File: config.mk
export PLATFORM = sky130hd
export DESIGN_NAME = intentry_seq
export DESIGN_NICKNAME = d
export VERILOG_FILES = /design/src/rtl/intentry_pkg.sv /design/src/rtl/intentry_ctrl.sv /design/src/rtl/intentry_dp.sv /design/src/rtl/intentry_seq.sv
export SDC_FILE = /design/constraint.sdc
export NUM_CORES = 1
export LEC_CHECK = 0
export BUFFER_PORTS_ARGS = -buffer_cell sky130_fd_sc_hd__buf_2
export CAP_MARGIN = 20
export CORE_AREA = 2 2 222 224
export DETAILED_ROUTE_END_ITERATION = 10
export DIE_AREA = 0 0 224 226
export PLACE_DENSITY = 0.64
export SLEW_MARGIN = 5
export SYNTH_ARGS = -nofsm -noshare
export SYNTH_HDL_FRONTEND = slang
export SYNTH_HIERARCHICAL = 1
export SYNTH_SLANG_ARGS = --single-unit
File: constraint.sdc
create_clock -name clk -period 3.1 [get_ports clk]
set_input_delay 0.31 -clock clk [delete_from_list [all_inputs] [get_ports clk]]
set_output_delay 0.31 -clock clk [all_outputs]
set_load 0.01 [all_outputs]
File: src/rtl/intentry_pkg.sv
package intentry_pkg;
  typedef enum logic [1:0] {K_PUSH = 2'd0, K_LOAD = 2'd1, K_SETSP = 2'd2} cmd_kind_e;

  localparam logic [2:0] SEG_NONE = 3'd0;
  localparam logic [2:0] SEG_ES   = 3'd1;
  localparam logic [2:0] SEG_CS   = 3'd2;
  localparam logic [2:0] SEG_SS   = 3'd3;
  localparam logic [2:0] SEG_DS   = 3'd4;
  localparam logic [2:0] SEG_FS   = 3'd5;
  localparam logic [2:0] SEG_GS   = 3'd6;

  // Order matters: the controller advances by one through this list.
  typedef enum logic [4:0] {
    C_PGS, C_PFS, C_PDS, C_PES, C_LGS, C_LFS, C_LDS, C_LES,
    C_LSS, C_SSP, C_PSS, C_PSP, C_PFL, C_PCS, C_PIP, C_PERR, C_LCS
  } step_e;

  typedef struct packed {
    logic       latch;
    logic [7:0] vecEff;
    step_e      step;
  } ctl_s;
endpackage

File: src/rtl/intentry_ctrl.sv
module intentry_ctrl import intentry_pkg::*; #(
  parameter int DF_VEC     = 8,
  parameter int TRIPLE_CNT = 3
) (
  input  logic       clk,
  input  logic       rstN,
  input  logic       entryReq,
  input  logic       isFault,
  input  logic [7:0] vecIn,
  input  logic       privChg,
  input  logic       v86Entry,
  input  logic       needErr,
  input  logic       isTask,
  input  logic       cmdAck,
  input  logic       cmdErr,
  output ctl_s       ctl,
  output logic       cmdValid,
  output logic       busy,
  output logic       entryDone,
  output logic       entryAbort,
  output logic       taskReq,
  output logic       resetReq,
  output logic       vmClear
);
  localparam int CNT_W = $clog2(TRIPLE_CNT + 1);
  localparam logic [CNT_W-1:0] CNT_TRIPLE = CNT_W'(TRIPLE_CNT);

  typedef enum logic [1:0] {S_IDLE, S_DEC, S_CMD} state_e;

  state_e           state;
  step_e            step;
  logic [CNT_W-1:0] faultCnt;
  logic [CNT_W-1:0] cntInc;
  step_e            nextStep;

  assign cntInc = faultCnt + 1'b1;

  always_comb begin
    ctl.latch  = (state == S_IDLE) && entryReq;
    ctl.vecEff = (isFault && (cntInc > CNT_W'(1))) ? 8'(DF_VEC) : vecIn;
    ctl.step   = step;
  end

  always_comb begin
    case (step)
      C_PIP:   nextStep = needErr ? C_PERR : C_LCS;
      C_PERR:  nextStep = C_LCS;
      default: nextStep = step_e'(step + 5'd1);
    endcase
  end

  assign cmdValid = (state == S_CMD);
  assign busy     = (state != S_IDLE);

  always_ff @(posedge clk or negedge rstN) begin
    if (!rstN) begin
      state      <= S_IDLE;
      step       <= C_PFL;
      faultCnt   <= '0;
      entryDone  <= 1'b0;
      entryAbort <= 1'b0;
      taskReq    <= 1'b0;
      resetReq   <= 1'b0;
      vmClear    <= 1'b0;
    end else begin
      entryDone  <= 1'b0;
      entryAbort <= 1'b0;
      taskReq    <= 1'b0;
      resetReq   <= 1'b0;
      vmClear    <= 1'b0;
      case (state)
        S_IDLE: if (entryReq) begin
          if (isFault && (cntInc == CNT_TRIPLE)) begin
            resetReq <= 1'b1;
            faultCnt <= '0;
          end else begin
            if (isFault) faultCnt <= cntInc;
            state <= S_DEC;
          end
        end
        S_DEC: begin
          if (isTask) begin
            taskReq <= 1'b1;
            state   <= S_IDLE;
          end else begin
            state   <= S_CMD;
            vmClear <= v86Entry;
            step    <= v86Entry ? C_PGS : (privChg ? C_LSS : C_PFL);
          end
        end
        S_CMD: if (cmdAck) begin
          if (cmdErr) begin
            entryAbort <= 1'b1;
            state      <= S_IDLE;
            if (cntInc == CNT_TRIPLE) begin
              resetReq <= 1'b1;
              faultCnt <= '0;
            end else begin
              faultCnt <= cntInc;
            end
          end else if (step == C_LCS) begin
            entryDone <= 1'b1;
            faultCnt  <= '0;
            state     <= S_IDLE;
          end else begin
            step <= nextStep;
          end
        end
        default: state <= S_IDLE;
      endcase
    end
  end
endmodule

File: src/rtl/intentry_dp.sv
module intentry_dp import intentry_pkg::*; #(
  parameter int          SEL_W    = 16,
  parameter int          ADDR_W   = 32,
  parameter int          NLVL     = 3,
  parameter int          VM_BIT   = 17,
  parameter logic [31:0] ERR_MASK = 32'h0002_7D00
) (
  input  logic                     clk,
  input  logic                     rstN,
  input  ctl_s                     ctl,
  input  logic                     isFault,
  input  logic [ADDR_W-1:0]        errCode,
  input  logic                     protMode,
  input  logic [1:0]               curCpl,
  input  logic                     v86Mode,
  input  logic [SEL_W-1:0]         gateSel,
  input  logic [ADDR_W-1:0]        gateOff,
  input  logic [2:0]               gateType,
  input  logic [ADDR_W-1:0]        curEflags,
  input  logic [SEL_W-1:0]         curCs,
  input  logic [ADDR_W-1:0]        curEip,
  input  logic [SEL_W-1:0]         curSs,
  input  logic [ADDR_W-1:0]        curEsp,
  input  logic [SEL_W-1:0]         segEs,
  input  logic [SEL_W-1:0]         segDs,
  input  logic [SEL_W-1:0]         segFs,
  input  logic [SEL_W-1:0]         segGs,
  input  logic [NLVL*SEL_W-1:0]    innerSsBus,
  input  logic [NLVL*ADDR_W-1:0]   innerEspBus,
  output logic                     privChg,
  output logic                     v86Entry,
  output logic                     needErr,
  output logic                     isTask,
  output logic                     intGate,
  output logic [1:0]               cmdKind,
  output logic [2:0]               cmdSeg,
  output logic [ADDR_W-1:0]        cmdData,
  output logic                     cmdWide,
  output logic [7:0]               entryVec,
  output logic [SEL_W-1:0]         newCs,
  output logic [ADDR_W-1:0]        newEip,
  output logic [1:0]               newCpl
);
  localparam logic [1:0] LVL_MAX = 2'(NLVL - 1);

  logic [SEL_W-1:0]  ssArr [NLVL];
  logic [ADDR_W-1:0] spArr [NLVL];

  for (genvar g = 0; g < NLVL; g++) begin : g_lvl
    assign ssArr[g] = innerSsBus[g*SEL_W +: SEL_W];
    assign spArr[g] = innerEspBus[g*ADDR_W +: ADDR_W];
  end

  logic [1:0] rpl, lvlIdx;
  logic       wideGate, privNow;
  assign rpl      = gateSel[1:0];
  assign lvlIdx   = (rpl > LVL_MAX) ? LVL_MAX : rpl;
  assign wideGate = protMode && ((gateType == 3'd2) || (gateType == 3'd3));
  assign privNow  = protMode && ((curCpl > rpl) || v86Mode);

  logic              rG32;
  logic [SEL_W-1:0]  rSel, rCs, rSs, rEs, rDs, rFs, rGs, rInSs;
  logic [ADDR_W-1:0] rOff, rEip, rEsp, rEfl, rErr, rInEsp;

  always_ff @(posedge clk or negedge rstN) begin
    if (!rstN) begin
      {rG32, intGate, isTask, v86Entry, privChg, needErr} <= '0;
      {rSel, rCs, rSs, rEs, rDs, rFs, rGs, rInSs} <= '0;
      {rOff, rEip, rEsp, rEfl, rErr, rInEsp} <= '0;
      entryVec <= '0;
      newCpl   <= '0;
    end else if (ctl.latch) begin
      rG32     <= wideGate;
      intGate  <= !protMode || (gateType == 3'd0) || (gateType == 3'd2);
      isTask   <= protMode && (gateType == 3'd4);
      v86Entry <= protMode && v86Mode;
      privChg  <= privNow;
      needErr  <= isFault && protMode && (ctl.vecEff[7:5] == 3'd0)
                  && ERR_MASK[ctl.vecEff[4:0]];
      entryVec <= ctl.vecEff;
      newCpl   <= privNow ? rpl : curCpl;
      rSel     <= protMode ? gateSel : gateOff[2*SEL_W-1:SEL_W];
      rOff     <= protMode ? gateOff : ADDR_W'(gateOff[SEL_W-1:0]);
      rEfl     <= curEflags & ~(ADDR_W'(protMode && v86Mode) << VM_BIT);
      rCs      <= curCs;
      rEip     <= curEip;
      rSs      <= curSs;
      rEsp     <= curEsp;
      rEs      <= segEs;
      rDs      <= segDs;
      rFs      <= segFs;
      rGs      <= segGs;
      rErr     <= errCode;
      rInSs    <= ssArr[lvlIdx];
      rInEsp   <= spArr[lvlIdx];
    end
  end

  cmd_kind_e         kind;
  logic [ADDR_W-1:0] raw;

  always_comb begin
    kind   = K_PUSH;
    cmdSeg = SEG_NONE;
    raw    = '0;
    case (ctl.step)
      C_PGS:  begin cmdSeg = SEG_GS; raw = ADDR_W'(rGs); end
      C_PFS:  begin cmdSeg = SEG_FS; raw = ADDR_W'(rFs); end
      C_PDS:  begin cmdSeg = SEG_DS; raw = ADDR_W'(rDs); end
      C_PES:  begin cmdSeg = SEG_ES; raw = ADDR_W'(rEs); end
      C_LGS:  begin kind = K_LOAD; cmdSeg = SEG_GS; end
      C_LFS:  begin kind = K_LOAD; cmdSeg = SEG_FS; end
      C_LDS:  begin kind = K_LOAD; cmdSeg = SEG_DS; end
      C_LES:  begin kind = K_LOAD; cmdSeg = SEG_ES; end
      C_LSS:  begin kind = K_LOAD; cmdSeg = SEG_SS; raw = ADDR_W'(rInSs); end
      C_SSP:  begin kind = K_SETSP; raw = rInEsp; end
      C_PSS:  begin cmdSeg = SEG_SS; raw = ADDR_W'(rSs); end
      C_PSP:  raw = rEsp;
      C_PFL:  raw = rEfl;
      C_PCS:  begin cmdSeg = SEG_CS; raw = ADDR_W'(rCs); end
      C_PIP:  raw = rEip;
      C_PERR: raw = rErr;
      C_LCS:  begin kind = K_LOAD; cmdSeg = SEG_CS; raw = ADDR_W'(rSel); end
      default: raw = '0;
    endcase
  end

  assign cmdKind = kind;
  assign cmdWide = (kind == K_PUSH) && rG32;
  assign cmdData = ((kind == K_PUSH) && !rG32) ? ADDR_W'(raw[SEL_W-1:0]) : raw;
  assign newCs   = rSel;
  assign newEip  = rG32 ? rOff : {rEip[ADDR_W-1:SEL_W], rOff[SEL_W-1:0]};
endmodule

File: src/rtl/intentry_seq.sv
module intentry_seq import intentry_pkg::*; #(
  parameter int SEL_W  = 16,
  parameter int ADDR_W = 32,
  parameter int NLVL   = 3
) (
  input  logic                   clk,
  input  logic                   rstN,
  input  logic                   entryReq,
  input  logic                   isFault,
  input  logic [7:0]             vecIn,
  input  logic [ADDR_W-1:0]      errCode,
  input  logic                   protMode,
  input  logic [1:0]             curCpl,
  input  logic                   v86Mode,
  input  logic [SEL_W-1:0]       gateSel,
  input  logic [ADDR_W-1:0]      gateOff,
  input  logic [2:0]             gateType,
  input  logic [ADDR_W-1:0]      curEflags,
  input  logic [SEL_W-1:0]       curCs,
  input  logic [ADDR_W-1:0]      curEip,
  input  logic [SEL_W-1:0]       curSs,
  input  logic [ADDR_W-1:0]      curEsp,
  input  logic [SEL_W-1:0]       segEs,
  input  logic [SEL_W-1:0]       segDs,
  input  logic [SEL_W-1:0]       segFs,
  input  logic [SEL_W-1:0]       segGs,
  input  logic [NLVL*SEL_W-1:0]  innerSsBus,
  input  logic [NLVL*ADDR_W-1:0] innerEspBus,
  output logic                   cmdValid,
  output logic [1:0]             cmdKind,
  output logic [2:0]             cmdSeg,
  output logic [ADDR_W-1:0]      cmdData,
  output logic                   cmdWide,
  input  logic                   cmdAck,
  input  logic                   cmdErr,
  output logic                   busy,
  output logic                   entryDone,
  output logic                   entryAbort,
  output logic                   taskReq,
  output logic                   resetReq,
  output logic                   ifClear,
  output logic                   vmClear,
  output logic [7:0]             entryVec,
  output logic [SEL_W-1:0]       newCs,
  output logic [ADDR_W-1:0]      newEip,
  output logic [1:0]             newCpl
);
  ctl_s ctl;
  logic privChg, v86Entry, needErr, isTask, intGate;

  intentry_ctrl u_ctrl (
    .clk, .rstN, .entryReq, .isFault, .vecIn,
    .privChg, .v86Entry, .needErr, .isTask,
    .cmdAck, .cmdErr, .ctl, .cmdValid, .busy,
    .entryDone, .entryAbort, .taskReq, .resetReq, .vmClear
  );

  intentry_dp #(.SEL_W(SEL_W), .ADDR_W(ADDR_W), .NLVL(NLVL)) u_dp (
    .clk, .rstN, .ctl, .isFault, .errCode, .protMode, .curCpl, .v86Mode,
    .gateSel, .gateOff, .gateType, .curEflags, .curCs, .curEip, .curSs,
    .curEsp, .segEs, .segDs, .segFs, .segGs, .innerSsBus, .innerEspBus,
    .privChg, .v86Entry, .needErr, .isTask, .intGate,
    .cmdKind, .cmdSeg, .cmdData, .cmdWide, .entryVec, .newCs, .newEip, .newCpl
  );

  assign ifClear = entryDone && intGate;
endmodule

Word level (Yosys, flattened, before mapping) --
Memory sizes are Yosys's and may differ from the RTL's. Index checks and enable logic that the tools add are counted.
Word-level totals: logic and storage cells 165, bits in registers 350, ROM bits 32, output and inout port bits 104, memories kept 1
Cells by class: $add $sub $neg 2, $lt $le $gt $ge 5, equality and inequality tests 30, reduce and logical (&&, ||, !) cells 37, multiplexer cells 57, bitwise gates (word level) 3
Memory list:
- (no name shown) | words 32, width 1, read ports 1, clocked after memory_dff 0, write ports 0, line intentry_dp.sv:79 | && ERR_MASK[ctl.vecEff[4:0]];
Operator list (number):
- 32-bit case mux with 13 select lines | 1
- 32-bit 2-to-1 mux | 5
- 32-bit binary-select mux with 2-bit select | 1
- 16-bit 2-to-1 mux | 3
- 5-bit by 4-bit == test with 1-bit output (second input constant) | 8
- 32-bit bitwise AND | 1
- 16-bit binary-select mux with 2-bit select | 1
- 18-bit NOT with 32-bit output | 1
- 5-bit 2-to-1 mux | 6
- 2-bit 2-to-1 mux | 14
- 5-bit by 3-bit == test with 1-bit output (second input constant) | 4
- 5-bit case mux with 2 select lines | 2
- 3-bit case mux with 6 select lines | 1
- 1-bit 2-to-1 mux | 17
- 1-bit logical AND | 13
- 2-bit OR reduction | 6
- 5-bit by 2-bit == test with 1-bit output (second input constant) | 2
- 2-bit != test (second input constant) | 5
- 5-bit AND reduction | 2
- 8-bit 2-to-1 mux | 1
- 2-bit case mux with 2 select lines | 2
- 3-bit by 2-bit == test with 1-bit output (second input constant) | 2
- 3-bit zero test | 2
- 5-bit by 6-bit less-than comparator with 1-bit output (second input constant) | 1
- 25 further kinds | 33

Depth between registers and ports, before layout --
Gate-level depths: netlist of run 1.
depth after elaboration 7, depth in mapped cells 9

Modules after synthesis --
The synthesis of run 1 kept the hierarchy.
Modules (own cells, without submodules):
- intentry_dp | instances 1, cells each 1283, area an instance 15847.7 um2
- intentry_ctrl | instances 1, cells each 90, area an instance 907.1 um2
- intentry_seq | instances 1, cells each 1, area an instance 6.3 um2

Worst setup path before layout of run 1 --
Ideal clock, no wire load.
path type register -> output, start register u_ctrl.step[3], end output cmdData[30], data arrival time 1.896 ns, path slack 0.894 ns, data required time 2.790 ns, stages on the path, launching flop included 6, path buffers 1, cells stage by stage dfstp_2 > or3b_4 > nor2_1 > clkbuf_1 > a22oi_1 > a31oi_1
Between the ends: cells in the longest elaborated chain, start to end 6
RTL lines:
- from (decl) | line intentry_ctrl.sv:31 | step_e step;
- from (signal assigned) | line intentry_ctrl.sv:88 | step <= v86Entry ? C_PGS : (privChg ? C_LSS : C_PFL);
- from (signal assigned) | line intentry_ctrl.sv:106 | step <= nextStep;
- 5-bit == test (tied with other cells) | line intentry_dp.sv:106 | case (ctl.step)
- 6-bit OR reduction (no source line)
- 2-bit case mux with 2 select lines | line intentry_dp.sv:106
- 2-bit zero test | line intentry_dp.sv:130 | assign cmdData = ((kind == K_PUSH) && !rG32) ? ADDR_W'(raw[SEL_W-1:0]) : raw;
- 1-bit logical AND | line intentry_dp.sv:130
- 32-bit 2-to-1 mux (*) | line intentry_dp.sv:130
- to (decl) | line intentry_seq.sv:32 | output logic [ADDR_W-1:0] cmdData,
Every way passes the cells marked *; elsewhere a longest branch is shown, timed or not.

Final worst setup path of run 1 --
start register u_ctrl.step[0], end output cmdData[31]
Same word-level chain as after synthesis.

==> results.md, run 1 <==
* Result of the run: finished clean
* # IOs at 541
* Min-Delay Startpoint: segGs[0]
* Total clock buffers created by CTS at 41
* Comb power frac at 0.385
* CP Max Fanout at 16
* Crit path DAT at 2700 ps
* Final period utilization at 0.971
* Synth top cells by count: 348 x dfrtp_1, 311 x mux2_2, 92 x a22oi_1
* Largest net degree at the start of global routing at 152
* Crit Path Class: register to output port
* DR vias at 14,548
* Rows at 81
* Relative slew slack at 0.457
* Synth Area in Adders at 0.00672
* Reg-to-reg slack, setup at 850 ps
* Top cell type's share of synthesized area at 0.520
* Max Root-Sink Buffers at 3
* Global-route wire length before repair at 95,800 um
* Setup WS post-layout at 91.4 ps
* Skew-Pair Late Insertion Delay at 570 ps
* Multiplexer share of the synthesized area at 0.250
* Switching Share at 0.363
* Psw at 7860 uW
* Fmax at 332 MHz
* Clock Sinks at 350
* Synth async-reset ratio at 1.00
* Largest family of logic cells by synthesized area: multiplexers
* Tightest Pin Transition at 814 ps
* Die area at 50,600 um^2
* Hold slack at 34.2 ps
* Port Buffer Count at 540
* Crit path to: cmdData[31]
* GR Overflow Total at 0
* Overall routing resource usage at 0.254
* Layout cells sized above 1 at 0.463
* Fin. Hold Viols at 0
* Final setup viols at 0
* Initial core utilization at 0.347
* Max cap viols at 0
* Synth cell types at 66
* Area leader, netlist: dfrtp_1
* Post-Syn Instances at 1,374
* #FFs+latches synth at 350
* Power Internal at 13,800 uW
* Vias per inst at 5.18
* Worst slack, placed at 121 ps
* Crit. Startpoint: u_ctrl/step[0]
* Placed Cells at 2,467
* DRC at 0
* Synth Flop Type: dfrtp_1
* Overall power at 21,700 uW
* Power per cell area at 894 nW/um^2
* Mean post-synth cell area at 12.2 um^2
* CTS tree: built
* Post-Synth Simple-Gate Area at 0.0705
* # nets final at 2,597
* Final WL at 65,600 um
* Compound-Gate Fraction of Synth Area at 0.108
* Worst Skew at 30.9 ps
* Crit. End Element: output port
* 1st-pass router iterations at 5
* Slew Viols, Final at 0
* H-tree depth at 2
* Sequential area share after synthesis at 0.523
* Worst reg2reg path depth at 5
* Sequential share of power at 0.399
* Cell types occupying the most area after synthesis: dfrtp_1 52%, mux2_2 21%, a22oi_1 4.1%
* CTS Root Cell: clkbuf_16
* Count leader, synth: dfrtp_1
* Hold Crit Class: primary input to register
* Initial antenna violation count at 6
* Clk pwr share at 0.216
* Worst EP required at 2790 ps
* Die H at 226 um
* Worst IR drop on VDD at 0.000573 V
* DIE WIDTH at 224 um
* Cell area after synthesis at 16,800 um^2
* DRT iter0 DRCs at 941
* Core Area at 48,300 um^2
* Post-synth EDFFs at 0
* GPL Wtd Cong at 0.853
* Drt wl/cell at 23.4 um
* Post-Synth XOR/XNOR Area at 0.000523
* Clock transition at path regs at 60 ps
* Worst r2r dst: u_dp/rInSs[15]
* RSZ-0062 raised after global routing: yes
* Crit start category: register
* DRT antenna net count at 0
* Synth Net Count at 1,820
* HPWL after detailed placement at 46,700 um
* Leak at 0.0109 uW
* Vias in the first global route at 15,380
* Syn-to-layout area delta at 44.5%
* R2R Path Start: u_ctrl/state[1]
* Final min period at 3010 ps
* YS warnings at 6
* Cell Count, Final, Fillers Out at 2,807
## state kept, by name, summed over array words and instances, names as in the netlist, 32 cells and up
register,flops
u_dp/rEsp,32
u_dp/rOff,32
u_dp/rEfl,32
u_dp/rInEsp,32
u_dp/rErr,32
u_dp/rEip,32
## worst max-delay path, stage by stage, from the launching register on
cell and delay [ps]:
dfrtp_2 440, buf_4 180, or3_4 380, nor3_4 220, buf_12 160, a21oi_2 30
buf_4 220, a31oi_1 290, buf_2 190
## metrics by stage
step	instance area, um^2	utilization	setup TNS, ps
final	24200	0.501	0
after CTS	24200	0.500	0
after global routing	24200	0.501	-7.58
after detailed placement	20200	0.418	0
after global placement	20200	0.417	0
after floorplan	16800	-	0
## cells by family (layout without fill, tap and decap cells)
group / count (synthesis) / in the layout
AO/OA/AOI/OAI: 271 / 271
XOR/XNOR: 1 / 1
adder cells (fa/ha/maj): 9 / 9
buffers and inverters: 145 / 951
flip-flops: 350 / 350
multiplexers: 380 / 380
other: 0 / 5
AND/OR/NAND/NOR: 218 / 218
## cell type report
class                           instances  area [um^2]
Inverter                               35          136
Tap cell                              622          778
Sequential cell                       350         8760
Timing Repair Buffer                  844         5830
Fill cell                            4262        24100
Clock inverter                         10         83.8
Multi-Input combinational cell        879         7400
Clock buffer                           62         1220
Antenna cell                            5         12.5
## cell usage in the layout (no fill, tap or decap), drive strengths merged, types with 6 or more instances in the layout
master and instances:
mux2i 68, clkbuf 63, a31oi 17, nand2 87, dlygate4sd3 244, ha 9
and3 15, a22o 17, a22oi 92, inv 36, nand4 15, o21ai 76
a221oi 17, mux2 312, nand3 22, dfrtp 348, clkinv 7, buf 598
nor3 6, and2 10, nor2 34, a21oi 30
## power groups by stage
stage	sequential (uW)	clock, uW	combinational (uW)
5_1_grt	8850	5000	8970
2_1_floorplan	7890	0	5200
6_report	8640	4690	8340
3_3_place_gp	8630	0	7590
3_5_place_dp	8700	0	7750
4_1_cts	8640	4810	8270
## metal layers
metal,global-route usage,vias to the layer above,part of all wire
met4,0.0955,0,0.035
met3,0.0459,119,0.064
met1,0.307,7196,0.39
met5,0,-,0
li1,-,6583,-
met2,0.452,650,0.51
## worst min path at each step
stage,endpoint,cells after the start
6_report,u_dp/rGs[0],2
2_1_floorplan,u_ctrl/entryAbort,0
4_1_cts,u_dp/rOff[17],3
5_1_grt,u_dp/rFs[14],2
3_5_place_dp,u_dp/rInEsp[2],1
3_3_place_gp,u_dp/rInEsp[2],1
## repair_timing
item | in CTS | in global routing
hold buffers | 244 | 0
buffers inserted | 13 | 5
gates cloned | 1 | 0
setup endpoints to repair | 32 | 19
endpoints found under the hold margin | 309 | 0
gates resized for setup | 15 | 4
pin swaps | 6 | 4
Power figures use the tool's default switching activity.
==> run 2, diff against run 1 <==
--- a/config.mk
+++ b/config.mk
@@ -10,7 +10,8 @@
 export CORE_AREA = 2 2 222 224
 export DETAILED_ROUTE_END_ITERATION = 10
 export DIE_AREA = 0 0 224 226
-export PLACE_DENSITY = 0.64
+export PLACE_DENSITY = 0.61
+export REMOVE_ABC_BUFFERS = 1
 export SLEW_MARGIN = 5
 export SYNTH_ARGS = -nofsm -noshare
 export SYNTH_HDL_FRONTEND = slang
==> run 2 against run 1 <==
Hold slack lost 22 ps. Wire length is 8.1% lower. Maximum frequency grew 0.78%. Critical endpoint is now cmdData[0]. Core utilization rose by 0.42 points. Cell count is 0.32% higher. Power increased by 0.85%. Global-route usage shrank 2.1 points. Clock skew down 13 ps. Clock-buffer cell count decreased by 4. Largest cell class unchanged. Sequential power is 2.4% lower. First-iteration DRC count shrank 1.2%. Cell area increased by 0.84%.
==> results.md, run 2 (same netlist as run 1, synthesis figures left out) <==
* Skew-Pair Late Insertion Delay at 570 ps (about the same)
* CP Cell Sequence: or3_4 > nor3_4 > buf_6 > a22oi_1 > and3_1 > nand4_1 > buf_2
* DRT antenna net count at 0 (unchanged)
* Final period utilization at 0.963 (-0.00747)
* DR vias at 14,416 (-0.91%)
* CTS Root Cell: clkbuf_16
* Hold slack at 12.2 ps (-22.1 ps)
* Global-route wire length before repair at 89,500 um (-6.6%)
* DRT iter0 DRCs at 930 (-1.2%)
* # IOs at 541 (unchanged)
* Most frequent cells in the layout: 537 x buf_2, 345 x dfrtp_1, 311 x mux2_2
* Relative slew slack at 0.463 (+0.00509)
* Fmax at 335 MHz (+0.78%)
* Crit start category: register
* Layout cells sized above 1 at 0.466 (+0.00294)
* Clock Sinks at 350 (unchanged)
* Core Area at 48,300 um^2 (unchanged)
* Final WL at 60,300 um (-8.1%)
* Hold Path Stages at 2 (unchanged)
* Fin. Hold Viols at 0 (unchanged)
* Final setup viols at 0 (unchanged)
* Worst IR drop on VDD at 0.000521 V (-9.1%)
* H-tree depth at 2 (unchanged)
* Placed Cells at 2,482 (+0.61%)
* Rows at 81 (unchanged)
* Final min period at 2990 ps (-23.2 ps)
* Overall power at 21,800 uW (+0.85%)
* Drt wl/cell at 21.4 um (-8.4%)
* CTS tree: built
* Port Buffer Count at 540 (unchanged)
* Worst EP required at 2790 ps (about the same)
* Crit. End Element: output port
* Leak at 0.0110 uW (+1.2%)
* RSZ-0062 raised after global routing: no
* Hold Crit Class: primary input to register
* Power per cell area at 895 nW/um^2 (about the same)
* Placed cell area at 20,300 um^2 (+0.71%)
* Initial antenna violation count at 3 (-3)
* CP Max Fanout at 17 (+1)
* Core Util, Final at 0.505 (+0.00419)
* Worst path slowest cell: dfrtp_2
* Reg-to-reg slack, setup at 830 ps (-20 ps)
* Crit path largest cell delay at 500 ps (+60 ps)
* Largest net degree at the start of global routing at 94 (-38%)
* Vias in the first global route at 15,226 (-1.0%)
* GPL Wtd Cong at 0.869 (+1.9%)
* Max cap viols at 0 (unchanged)
* Total clock buffers created by CTS at 41 (unchanged)
* GR Overflow Total at 0 (unchanged)
* Die area at 50,600 um^2 (unchanged)
* DIE WIDTH at 224 um (unchanged)
* Die H at 226 um (unchanged)
* Vias per inst at 5.12 (-1.2%)
* Slew Viols, Final at 0 (unchanged)
* Clock transition at path regs at 60 ps (about the same)
* Initial core utilization at 0.347 (unchanged)
* Crit Path Class: register to output port
* Worst reg2reg path depth at 4 (-1)
* DRC at 0 (unchanged)
* Cell Count, Final, Fillers Out at 2,816 (+0.32%)
* Syn-to-layout area delta at 45.7%
* Worst Skew at 18.0 ps (-12.9 ps)
* Overall routing resource usage at 0.233 (-0.0208)
* Result of the run: finished clean
* Most common cell after layout, fill and taps aside: buf_2
* Tightest Pin Transition at 806 ps (-7.64 ps)
* HPWL after detailed placement at 42,700 um (-8.6%)
* Crit path DAT at 2680 ps (-20 ps)
* 1st-pass router iterations at 6 (+1)
* # nets final at 2,606 (+0.35%)
* Final instance area at 24,400 um^2 (+0.84%)
* Max Root-Sink Buffers at 3 (unchanged)
run 2: cell count changes in the layout (fill, tap and decap cells not counted), sizes merged:
cell and change:
buf +8, bufbuf -1, bufinv +6, clkbuf -5
clkinv +1, diode -3, dlygate4sd3 +3
run 2: path summary, 6_finish.rpt:
| kind | start | to |
|---|---|---|
| max in group asynchronous | rstN | u_dp/newCs[10] |
| hold reg to reg | u_dp/intGate | u_dp/intGate |
| hold / removal | curEip[11] | u_dp/rEip[11] |
| setup reg to reg | u_ctrl/state[1] | u_dp/rEfl[23] |
| setup / recovery | u_ctrl/step[1] | cmdData[0] |
| min in group asynchronous | rstN | u_dp/rOff[7] |
run 2: metrics by stage:
| step | TNS [ps] | setup slack, ps |
|---|---|---|
| after floorplan | -4664090 | -13990 |
| after global placement | 0 | 386 |
| after detailed placement | 0 | 321 |
| after CTS | 0 | 5.07 |
| after global routing | 0 | 8.71 |
| final | 0 | 115 |
run 2: where the power goes:
group / switching, uW / internal, uW
Combinational: 3960 / 4210
Clock: 1980 / 3270
Sequential: 1580 / 6850
run 2: layout make-up:
class | count | area (um^2)
inverter | 35 | 136
clock inverter | 17 | 244
tap | 622 | 778
fill | 4209 | 23900
sequential | 350 | 8760
multi-input combinational | 879 | 7390
timing repair buffer | 853 | 5880
clock buffer | 58 | 1230
antenna | 2 | 5.00
run 2: what timing repair did:
item	in CTS	in global routing
gates resized for setup	7	5
setup buffers	7	3
hold buffers	247	0
pin swaps	4	2
hold endpoints to repair	329	0
setup endpoints to repair	32	14
run 2: worst max-delay path: cells and delay by family (launching register included):
kind	cells	cell delay, ps
compound gates	1	100
buf+inv	2	450
flops	1	500
simple gates	4	1060
run 2: routing by layer:
metal  global-route usage  vias up  share of wire
met5                    0        -        0.00043
met4               0.0903        4          0.036
met3               0.0392      136          0.049
met2                0.394      527           0.49
met1                0.300     7155           0.43
li1                     -     6594              -
